<file path="src/rtl/flg_pkg.sv">
package flg_pkg;

  typedef enum logic [1:0] {
    OP_PROGRAM  = 2'b00,
    OP_SECERASE = 2'b01,
    OP_BULKERASE = 2'b10,
    OP_RESERVED = 2'b11
  } flg_op_e;

  localparam int LEVEL_W = 4;

  // The level bits are scattered across the status byte: three adjacent
  // bits form the low part, one separate bit forms the top.
  localparam int LVL_LO_POS = 2;
  localparam int LVL_HI_POS = 6;
  localparam int ANCHOR_POS = 5;

  function automatic logic [LEVEL_W-1:0] level_of(input logic [7:0] st);
    return {st[LVL_HI_POS], st[LVL_LO_POS+2:LVL_LO_POS]};
  endfunction

  function automatic logic anchor_low(input logic [7:0] st);
    return st[ANCHOR_POS];
  endfunction

endpackage

</file>
<file path="src/rtl/flg_level_decode.sv">
module flg_level_decode
  import flg_pkg::*;
#(
  parameter int SECT_BITS = 9
) (
  input  logic [7:0]           status_i,
  output logic [LEVEL_W-1:0]   level_o,
  output logic                 low_anchor_o,
  output logic [SECT_BITS:0]   count_o
);
  localparam int CNT_W = SECT_BITS + 1;
  localparam int NSECT = 1 << SECT_BITS;

  // Sectors covered by a level: zero for level 0, otherwise 2^(n-1)
  // saturated at the array size.
  function automatic logic [CNT_W-1:0] span_of(input logic [LEVEL_W-1:0] lvl);
    if (lvl == '0) return '0;
    if (int'(lvl) - 1 >= SECT_BITS) return CNT_W'(NSECT);
    return CNT_W'(1) << (lvl - LEVEL_W'(1));
  endfunction

  logic unused_status_bits;
  assign unused_status_bits = ^{status_i[7], status_i[1:0]};

  assign level_o      = level_of(status_i);
  assign low_anchor_o = anchor_low(status_i);
  assign count_o      = span_of(level_o);

endmodule

</file>
<file path="src/rtl/flg_region_match.sv">
module flg_region_match #(
  parameter int SECT_BITS = 9
) (
  input  logic [SECT_BITS-1:0] sector_i,
  input  logic [SECT_BITS:0]   count_i,
  input  logic                 low_anchor_i,
  output logic                 hit_o
);
  localparam int CNT_W = SECT_BITS + 1;
  localparam int NSECT = 1 << SECT_BITS;

  logic [CNT_W-1:0] sec_w;
  logic [CNT_W-1:0] high_base;
  logic             in_low;
  logic             in_high;

  assign sec_w     = {1'b0, sector_i};
  assign high_base = CNT_W'(NSECT) - count_i;
  assign in_low    = sec_w < count_i;
  assign in_high   = sec_w >= high_base;
  assign hit_o     = low_anchor_i ? in_low : in_high;

endmodule

</file>
<file path="src/rtl/flash_guard.sv">
module flash_guard
  import flg_pkg::*;
#(
  parameter int SECT_BITS = 9,
  parameter int OFS_BITS  = 16,
  localparam int ADDR_W   = SECT_BITS + OFS_BITS
) (
  input  logic              clk,
  input  logic              rst_n,
  input  logic              req_valid_i,
  input  logic [1:0]        req_op_i,
  input  logic [7:0]        status_i,
  input  logic [ADDR_W-1:0] addr_i,
  output logic              grant_o,
  output logic              blocked_o
);
  localparam int NSECT = 1 << SECT_BITS;

  logic [LEVEL_W-1:0]   level;
  logic                 low_anchor;
  logic [SECT_BITS:0]   prot_count;
  logic [SECT_BITS-1:0] sector;
  logic                 sector_hit;
  logic                 level_nz;
  logic                 op_known;
  logic                 deny_now;
  logic                 allow_now;
  flg_op_e              op;

  logic unused_addr_offset;
  assign unused_addr_offset = ^addr_i[OFS_BITS-1:0];

  assign op     = flg_op_e'(req_op_i);
  assign sector = addr_i[ADDR_W-1:OFS_BITS];

  flg_level_decode #(.SECT_BITS(SECT_BITS)) u_decode (
    .status_i     (status_i),
    .level_o      (level),
    .low_anchor_o (low_anchor),
    .count_o      (prot_count)
  );

  flg_region_match #(.SECT_BITS(SECT_BITS)) u_match (
    .sector_i     (sector),
    .count_i      (prot_count),
    .low_anchor_i (low_anchor),
    .hit_o        (sector_hit)
  );

  assign level_nz = level != '0;
  assign op_known = op != OP_RESERVED;

  always_comb begin
    deny_now = 1'b0;
    unique case (op)
      OP_PROGRAM, OP_SECERASE: deny_now = sector_hit;
      OP_BULKERASE:            deny_now = level_nz;
      default:                 deny_now = 1'b0;
    endcase
  end

  assign allow_now = op_known && !deny_now;

  always_ff @(posedge clk) begin
    if (!rst_n) begin
      grant_o   <= 1'b0;
      blocked_o <= 1'b0;
    end else begin
      grant_o   <= req_valid_i && allow_now;
      blocked_o <= req_valid_i && op_known && deny_now;
    end
  end

  AST_ONE_HOT_ANSWER: assert property (@(posedge clk) disable iff (!rst_n)
    !(grant_o && blocked_o));
  AST_ALWAYS_ANSWERS: assert property (@(posedge clk) disable iff (!rst_n)
    (req_valid_i && req_op_i != 2'b11) |=> (grant_o || blocked_o));
  AST_IDLE_QUIET: assert property (@(posedge clk) disable iff (!rst_n)
    !req_valid_i |=> (!grant_o && !blocked_o));
  AST_RESERVED_QUIET: assert property (@(posedge clk) disable iff (!rst_n)
    (req_valid_i && req_op_i == 2'b11) |=> (!grant_o && !blocked_o));
  AST_BULK_LOCKED: assert property (@(posedge clk) disable iff (!rst_n)
    (req_valid_i && req_op_i == 2'b10 && level != '0) |=> blocked_o);
  AST_LEVEL_ZERO_OPEN: assert property (@(posedge clk) disable iff (!rst_n)
    (req_valid_i && req_op_i != 2'b11 && level == '0) |=> grant_o);
  AST_COUNT_POW2: assert property (@(posedge clk) disable iff (!rst_n)
    $countones(prot_count) <= 1);
  AST_COUNT_CAP: assert property (@(posedge clk) disable iff (!rst_n)
    int'(prot_count) <= NSECT);

endmodule

</file>
<file path="config.mk">
export PLATFORM = sky130hd
export DESIGN_NAME = flash_guard
export DESIGN_NICKNAME = d
export VERILOG_FILES = /design/src/rtl/flg_pkg.sv /design/src/rtl/flg_level_decode.sv /design/src/rtl/flg_region_match.sv /design/src/rtl/flash_guard.sv
export SDC_FILE = /design/constraint.sdc
export NUM_CORES = 1
export LEC_CHECK = 0
export BUFFER_PORTS_ARGS = -buffer_cell sky130_fd_sc_hd__buf_2
export CAP_MARGIN = 5
export CORE_MARGIN = 1
export CORE_UTILIZATION = 45
export DETAILED_ROUTE_END_ITERATION = 7
export PLACE_DENSITY_LB_ADDON = 0.3
export SLEW_MARGIN = 20
export SYNTH_ARGS = -nofsm -noshare
export SYNTH_HDL_FRONTEND = slang
export SYNTH_HIERARCHICAL = 1
export SYNTH_SLANG_ARGS = --single-unit
</file>
<file path="constraint.sdc">
create_clock -name clk -period 3.9 [get_ports clk]
set_clock_uncertainty 0.2 [all_clocks]
set_input_delay 0.78 -clock clk [delete_from_list [all_inputs] [get_ports clk]]
set_output_delay 0.78 -clock clk [all_outputs]
set_load 0.05 [all_outputs]
</file>
==> impl_results.rst, run 1 <==
.. list-table::
   :header-rows: 1

   * - Metric
     - Value
   * - CTS Hold Bufs
     - 0
   * - WP data arrival
     - 3.73 ns
   * - IR Drop Worst-Case VDD
     - 0.172 mV
   * - Fraction of layout cells with a size suffix above 1
     - 0.516
   * - Number of vias after detailed routing
     - 1187
   * - Path type of the worst setup path
     - input port to register
   * - Met1 capacity usage during global routing
     - 0.216
   * - Routability congestion estimate
     - 0.794
   * - Die Height
     - 49.3 um
   * - Antenna diode count
     - 0
   * - Adder and majority cell fraction of the synthesized area
     - 0.286
   * - Path class of the lowest-slack min-delay path
     - input port to register
   * - Detailed Route Iter0 Violations
     - 22
   * - Kind of capture point of the worst setup path
     - register
   * - Area Growth Syn to Fin
     - 61.8%
   * - Mux cell area share after synthesis
     - 0.0199
   * - IO buf count
     - 20
   * - Detail Route Antenna Nets
     - 0
   * - Global-route wire length before repair
     - just over 4 mm
   * - Setup WS post-layout
     - about 0.11 ns
   * - Number of enable-type register cells in the synthesized netlist
     - 0
   * - Switching power as a share of total power
     - 0.424
   * - Launch point of the worst hold path
     - req_op_i[1]
   * - Effective utilization at floorplan
     - 0.497
   * - Async S/R FF share, synth
     - 0
   * - Width of the die
     - approximately 49 um
   * - Global Route met3 Usage
     - 0.0280
   * - Top library cells by usage in the layout, fill and taps aside
     - 37 x buf_4, 20 x ha_1, 18 x buf_2
   * - Number of global-route vias before repair
     - 1078
   * - Post-route DRC
     - 0
   * - Wire length per cell after detailed routing
     - 15.2 um
   * - Highest fanout seen on the critical path
     - 4
   * - Total routing resource utilization after global routing
     - 0.209
   * - Most common cell after layout, fill and taps aside
     - buf_4
   * - Residual overflow from global routing
     - 0
   * - Sequential element share of the synthesized area
     - 0.0399
   * - Estimated wirelength of the detail-placed design
     - around 2.1 mm
   * - Max-Cap Viols
     - 0
   * - Min-Delay Endpoint
     - grant_o$_SDFF_PN0_
   * - Clock slew seen by the registers of the worst setup and hold paths
     - around 0.03 ns
   * - Outcome
     - completed
   * - Sequential share of power
     - 0.082
   * - Post-Syn Nets
     - 194
   * - Relative slew slack
     - 0.740
   * - Number of instances in the synthesized netlist
     - 133
   * - Total iterations of the first detailed-routing run
     - 4
   * - Ys Warns
     - 6
   * - Final core utilization
     - 0.804
   * - TNS Setup
     - 0 ns
   * - CP startpoint kind
     - input port
   * - Number of antenna violations at the first check in global routing
     - 0
   * - Hold Fails Final Rpt
     - 0
   * - P_sw
     - ~0.11 mW
   * - Net count, final
     - ~250
   * - Compound-Gate Fraction of Synth Area
     - 0.184
   * - Die ar.
     - 2430 um2
   * - Buffers from clock root to sink, at most
     - 2
   * - Final wirelength
     - 3.26 mm
   * - Met2 layer usage reported by global route
     - 0.425
   * - Top_reg_cell synth
     - dfxtp_1
   * - Top-Level Pins
     - 40
   * - Number of rows created at floorplan
     - 16
   * - Most crowded layer after global routing
     - met2
   * - Largest net degree at the start of global routing
     - 12
   * - Number of sinks on the clock net
     - 2
   * - Placeable core region
     - between 2000 and 2500 um2
   * - Average cell area after synthesis
     - 7.55 um2
   * - Power density cells
     - 165 nW/um2
   * - Area share of and/or/nand/nor cells after synthesis
     - 0.273
   * - Clk Tree Root Cell
     - clkbuf_4
   * - Min-Delay Path Depth
     - 2
   * - Leakage dissipation
     - about 0.74 nW
   * - Setup WS pre-CTS
     - -0.378 ns
   * - Main combinational cell family by area after synthesis
     - adder cells
   * - Clock network fraction of total power
     - 0.174
   * - Worst Max-Slew Pin Slew
     - 0.386 ns
   * - Tmin final
     - 3.79 ns
   * - Cell area after synthesis
     - 1000 um2
   * - CP required
     - 3.84 ns
   * - Count of final setup violators
     - 0
   * - Number of max-slew violations in the final report
     - 0
   * - Highest clock rate
     - 0.264 GHz
   * - Flip-flop and latch count after synthesis
     - 2
   * - Power Internal
     - 0.155 mW
   * - Portion of the clock cycle consumed by the worst path in the final layout
     - 0.973
   * - Number of distinct standard cells referenced by the synthesized netlist
     - 38
   * - H-Tree Level Count
     - 1
   * - DR vias/cell
     - 5.52
   * - Number of buffers created by CTS
     - 3
   * - Clock tree from TritonCTS
     - done
   * - Relative contribution of combinational cells to total power
     - 0.743
   * - Xor-xnor portion of the synthesized cell area
     - 0.0785
## state kept, by name, summed over array words and instances (netlist names)
signal	count
blocked_o	1
grant_o	1
## per-layer routing
metal  part of all wire  vias to the layer above
met4              0.040                        0
met3              0.022                       15
met1               0.38                      558
met5                  0                        -
met2               0.56                       30
li1                   -                      584
## Yosys cell counts, drive strengths merged (2+ instances only)
cell     count  area, um2
o32ai        3       33.8
nand2b       2       12.5
xnor2        8       70.1
nor2b        4       25.0
and2         5       31.3
nor2        11       48.8
nand2        5       18.8
buf          8       55.1
a2111oi      2       25.0
o31ai        2       15.0
ha          23        288
a21o         2       15.0
nand3        8       40.0
dfxtp        2       40.0
mux2i        2       20.0
nor3         3       25.0
o21ai        2       10.0
a21oi        6       30.0
inv         17       63.8
nor4         3       18.8
o21bai       2       15.0
nor3b        2       15.0
## power groups by stage
stage                     Sequential [mW]  Combinational [mW]  Clock (mW)
after floorplan                    0.0265              0.0897           0
after global placement             0.0222               0.142           0
after detailed placement           0.0223               0.149           0
after CTS                          0.0220               0.156      0.0473
after global routing               0.0222               0.216      0.0487
final                              0.0220               0.200      0.0468
## logic make-up after synthesis
family | Yosys count
xor+xnor | 9
fa+ha+maj | 23
simple gates | 48
mux | 2
buf+inv | 25
compound gates | 24
flops | 2
## worst max-delay path by stage
stage           startpoint                    to  slack [ns]  cells past startpoint
2_1_floorplan  status_i[2]  blocked_o$_SDFF_PN0_        0.17                     17
3_5_place_dp   status_i[2]    grant_o$_SDFF_PN0_       -0.38                     19
5_1_grt        status_i[3]    grant_o$_SDFF_PN0_       -0.09                     18
3_3_place_gp   status_i[2]    grant_o$_SDFF_PN0_       -0.29                     19
4_1_cts        status_i[3]    grant_o$_SDFF_PN0_        0.02                     19
6_report       status_i[3]  blocked_o$_SDFF_PN0_        0.11                     20
## critical path: stages
cell,delay [ns]
clkbuf_4,0.15
inv_4,0.08
ha_4,0.13
nor2_2,0.04
mux2i_2,0.22
buf_4,0.15
o21bai_1,0.06
and2_1,0.20
inv_1,0.12
nand3_2,0.13
nor4_4,0.18
xnor2_1,0.12
ha_1,0.33
o21bai_4,0.08
buf_6,0.13
a2111oi_4,0.30
o32ai_2,0.12
nand3_1,0.15
inv_1,0.08
o32ai_2,0.20
## layout make-up
cell class / count / area, um2
Timing Repair Buffer: 60 / 429
Fill cell: 138 / 397
Clock buffer: 3 / 22.5
Sequential cell: 2 / 40.0
Inverter: 17 / 71.3
Multi-Input combinational cell: 106 / 1030
Tap cell: 27 / 33.8
## metrics by stage
step / total power [mW] / hold WS (ns) / instances / area [um2]
after floorplan: 0.116 / 0.697 / 133 / 1000
after CTS: 0.225 / 0.586 / 209 / 1400
after global routing: 0.287 / 0.617 / 215 / 1630
after global placement: 0.164 / 0.813 / 206 / 1350
final: 0.269 / 0.599 / 215 / 1630
after detailed placement: 0.171 / 0.823 / 206 / 1350
## repair_timing
item,CTS,global route
gates resized for setup,5,42
cloned,0,0
pin swaps,5,26
setup buffers,0,8
setup endpoints to repair,2,2
(Power assumes the default switching activity.)
==> inputs of run 2 (changes only) <==
Settings changed: CORE_ASPECT_RATIO set to 1.5.
==> run 2 against run 1 <==
Non-clock buffer count decreased by 4; count of clock-buffer cells in the layout unchanged; first-iteration DRC count increased by 50%.
==> impl_results.rst, run 2 (same netlist as run 1, synthesis figures left out) <==
.. list-table::
   :header-rows: 1

   * - Metric
     - Value
   * - Effective utilization at floorplan
     - 0.484 (-0.0132)
   * - Path class of the lowest-slack min-delay path
     - input port to register
   * - Routability congestion estimate
     - 0.768 (-3.3%)
   * - Setup WS post-layout
     - 0.104 ns (-0.000861 ns)
   * - Number of global-route vias before repair
     - 1041 (-3.4%)
   * - Standard cell area after detailed placement
     - 1350 um2 (-0.28%)
   * - Clock network fraction of total power
     - 0.191 (+0.017)
   * - IO buf count
     - 20 (unchanged)
   * - Global-route wire length before repair
     - 3.83 mm (-5.5%)
   * - Hold Fails Final Rpt
     - 0 (unchanged)
   * - Detailed Route Iter0 Violations
     - 33 (+50%)
   * - Number of vias after detailed routing
     - 1112 (-6.3%)
   * - Clk Tree Root Cell
     - clkbuf_4
   * - Residual overflow from global routing
     - 0 (unchanged)
   * - Count of final setup violators
     - 0 (unchanged)
   * - Max-Cap Viols
     - 0 (unchanged)
   * - CP required
     - 3.84 ns (about the same)
   * - Placed instance count
     - 203 (-1.5%)
   * - Detail Route Antenna Nets
     - 0 (unchanged)
   * - Final wirelength
     - 2.65 mm (-19%)
   * - Setup WS pre-CTS
     - -0.438 ns (-0.0592 ns)
   * - Portion of the clock cycle consumed by the worst path in the final layout
     - 0.973 (about the same)
   * - Clock slew seen by the registers of the worst setup and hold paths
     - 0.03 ns (about the same)
   * - Top library cells by usage in the layout, fill and taps aside
     - 36 x buf_4, 19 x buf_2, 19 x ha_1
   * - WP data arrival
     - 3.73 ns (about the same)
   * - Largest net degree at the start of global routing
     - 8 (-4)
   * - Hold slack final
     - 0.618 ns (+0.0192 ns)
   * - H-Tree Level Count
     - 1 (unchanged)
   * - Final design area excluding fillers
     - 1500 um2 (-7.5%)
   * - Estimated wirelength of the detail-placed design
     - 2.01 mm (-4.0%)
   * - Die ar.
     - 2430 um2 (+0.16%)
   * - Number of rows created at floorplan
     - 20 (+4)
   * - Buffers from clock root to sink, at most
     - 2 (unchanged)
   * - Number of antenna violations at the first check in global routing
     - 0 (unchanged)
   * - Outcome
     - completed
   * - Relative slew slack
     - 0.719 (-0.0207)
   * - P_sw
     - 0.101 mW (-11%)
   * - Die Height
     - 59.9 um (+22%)
   * - Antenna diode count
     - 0 (unchanged)
   * - Power Internal
     - 0.143 mW (-7.6%)
   * - Switching power as a share of total power
     - 0.414 (-0.0102)
   * - Tmin final
     - 3.80 ns (+0.000861 ns)
   * - Highest clock rate
     - 0.263 GHz (about the same)
   * - Net count, final
     - 247 (-1.6%)
   * - Path type of the worst setup path
     - input port to register
   * - Fraction of layout cells with a size suffix above 1
     - 0.457 (-0.0594)
   * - Total iterations of the first detailed-routing run
     - 4 (unchanged)
   * - Highest fanout seen on the critical path
     - 2 (-2)
   * - Leakage dissipation
     - 0.685 nW (-7.0%)
   * - Area Growth Syn to Fin
     - 49.6%
   * - Post-route DRC
     - 0 (unchanged)
   * - Top-Level Pins
     - 40 (unchanged)
   * - Number of buffers created by CTS
     - 3 (unchanged)
   * - CP startpoint kind
     - input port
   * - DR vias/cell
     - 5.40 (-2.2%)
   * - Number of sinks on the clock net
     - 2 (unchanged)
   * - Width of the die
     - 40.6 um (-18%)
   * - Placeable core region
     - 2080 um2 (+2.7%)
   * - Leading registers by flop count
     - blocked_o: 1 flops, grant_o: 1 flops
   * - Relative contribution of combinational cells to total power
     - 0.719 (-0.024)
   * - Clock tree from TritonCTS
     - done
   * - Wire length per cell after detailed routing
     - 12.9 um (-15%)
   * - Sequential share of power
     - 0.090 (+0.008)
   * - Most common cell after layout, fill and taps aside
     - buf_4
   * - Power density cells
     - 162 nW/um2 (-1.8%)
   * - Count of filler cells inserted in the layout
     - 170 (+23%)
   * - Number of max-slew violations in the final report
     - 0 (unchanged)
   * - Final cell count without fillers
     - 206 (-4.2%)
   * - Worst Max-Slew Pin Slew
     - 0.417 ns (+0.0302 ns)
   * - IR Drop Worst-Case VDD
     - 0.102 mV (-41%)
   * - Total routing resource utilization after global routing
     - 0.217 (+0.00866)
   * - CTS Hold Bufs
     - 0 (unchanged)
   * - Kind of capture point of the worst setup path
     - register
[run 2: per-stage QoR]
stage / total power [mW] / TNS (ns) / util
3_3_place_gp: 0.166 / -0.605 / 0.649
3_5_place_dp: 0.172 / -0.785 / 0.649
4_1_cts: 0.230 / 0 / 0.681
6_report: 0.244 / 0 / 0.723
5_1_grt: 0.267 / -0.0241 / 0.723
2_1_floorplan: 0.116 / 0 / -
[run 2: path summary, 6_finish.rpt]
kind	startpoint	end	slack, ns	cells past startpoint
worst max-delay path	status_i[2]	blocked_o$_SDFF_PN0_	0.10	18
worst min-delay path	req_op_i[1]	blocked_o$_SDFF_PN0_	0.62	2
[run 2: layout make-up]
class                           count  area, um2  share of cell area
Tap cell                           22       27.5              0.0183
Clock buffer                        3       22.5              0.0150
Multi-Input combinational cell    106        973               0.648
Timing Repair Buffer               56        373               0.248
Inverter                           17       66.3              0.0441
Sequential cell                     2       40.0              0.0266
[run 2: timing repair]
action	CTS	global route
gates cloned	0	0
endpoints found under the setup margin	2	2
setup buffers	0	0
pin swaps	9	11
resized for setup	11	17
[run 2: per-layer routing]
layer / GRT usage / vias to the layer above / wire (um)
met3: 0 / 0 / 40
li1: - / 574 / -
met5: 0 / - / 0
met1: 0.188 / 521 / 960
met4: 0.0429 / 0 / 0
met2: 0.481 / 17 / 1650
[run 2: power by group through the flow]
stage	clock network, mW	registers (mW)	logic (mW)
floorplan	0	0.0265	0.0897
global placement	0	0.0222	0.144
detailed placement	0	0.0223	0.150
CTS	0.0485	0.0220	0.159
global route	0.0514	0.0221	0.193
finish	0.0466	0.0220	0.175
[run 2: worst max-delay path, cell delays in order]
cell	delay [ns]
buf_2	0.11
buf_4	0.14
nor2_4	0.10
mux2i_2	0.29
buf_4	0.15
o21bai_1	0.07
and2_4	0.17
nor4_2	0.30
nand2_1	0.13
xnor2_1	0.16
ha_1	0.33
nand4_1	0.13
a2111oi_4	0.20
buf_4	0.16
o32ai_2	0.08
nand3_1	0.13
inv_1	0.07
o32ai_2	0.23
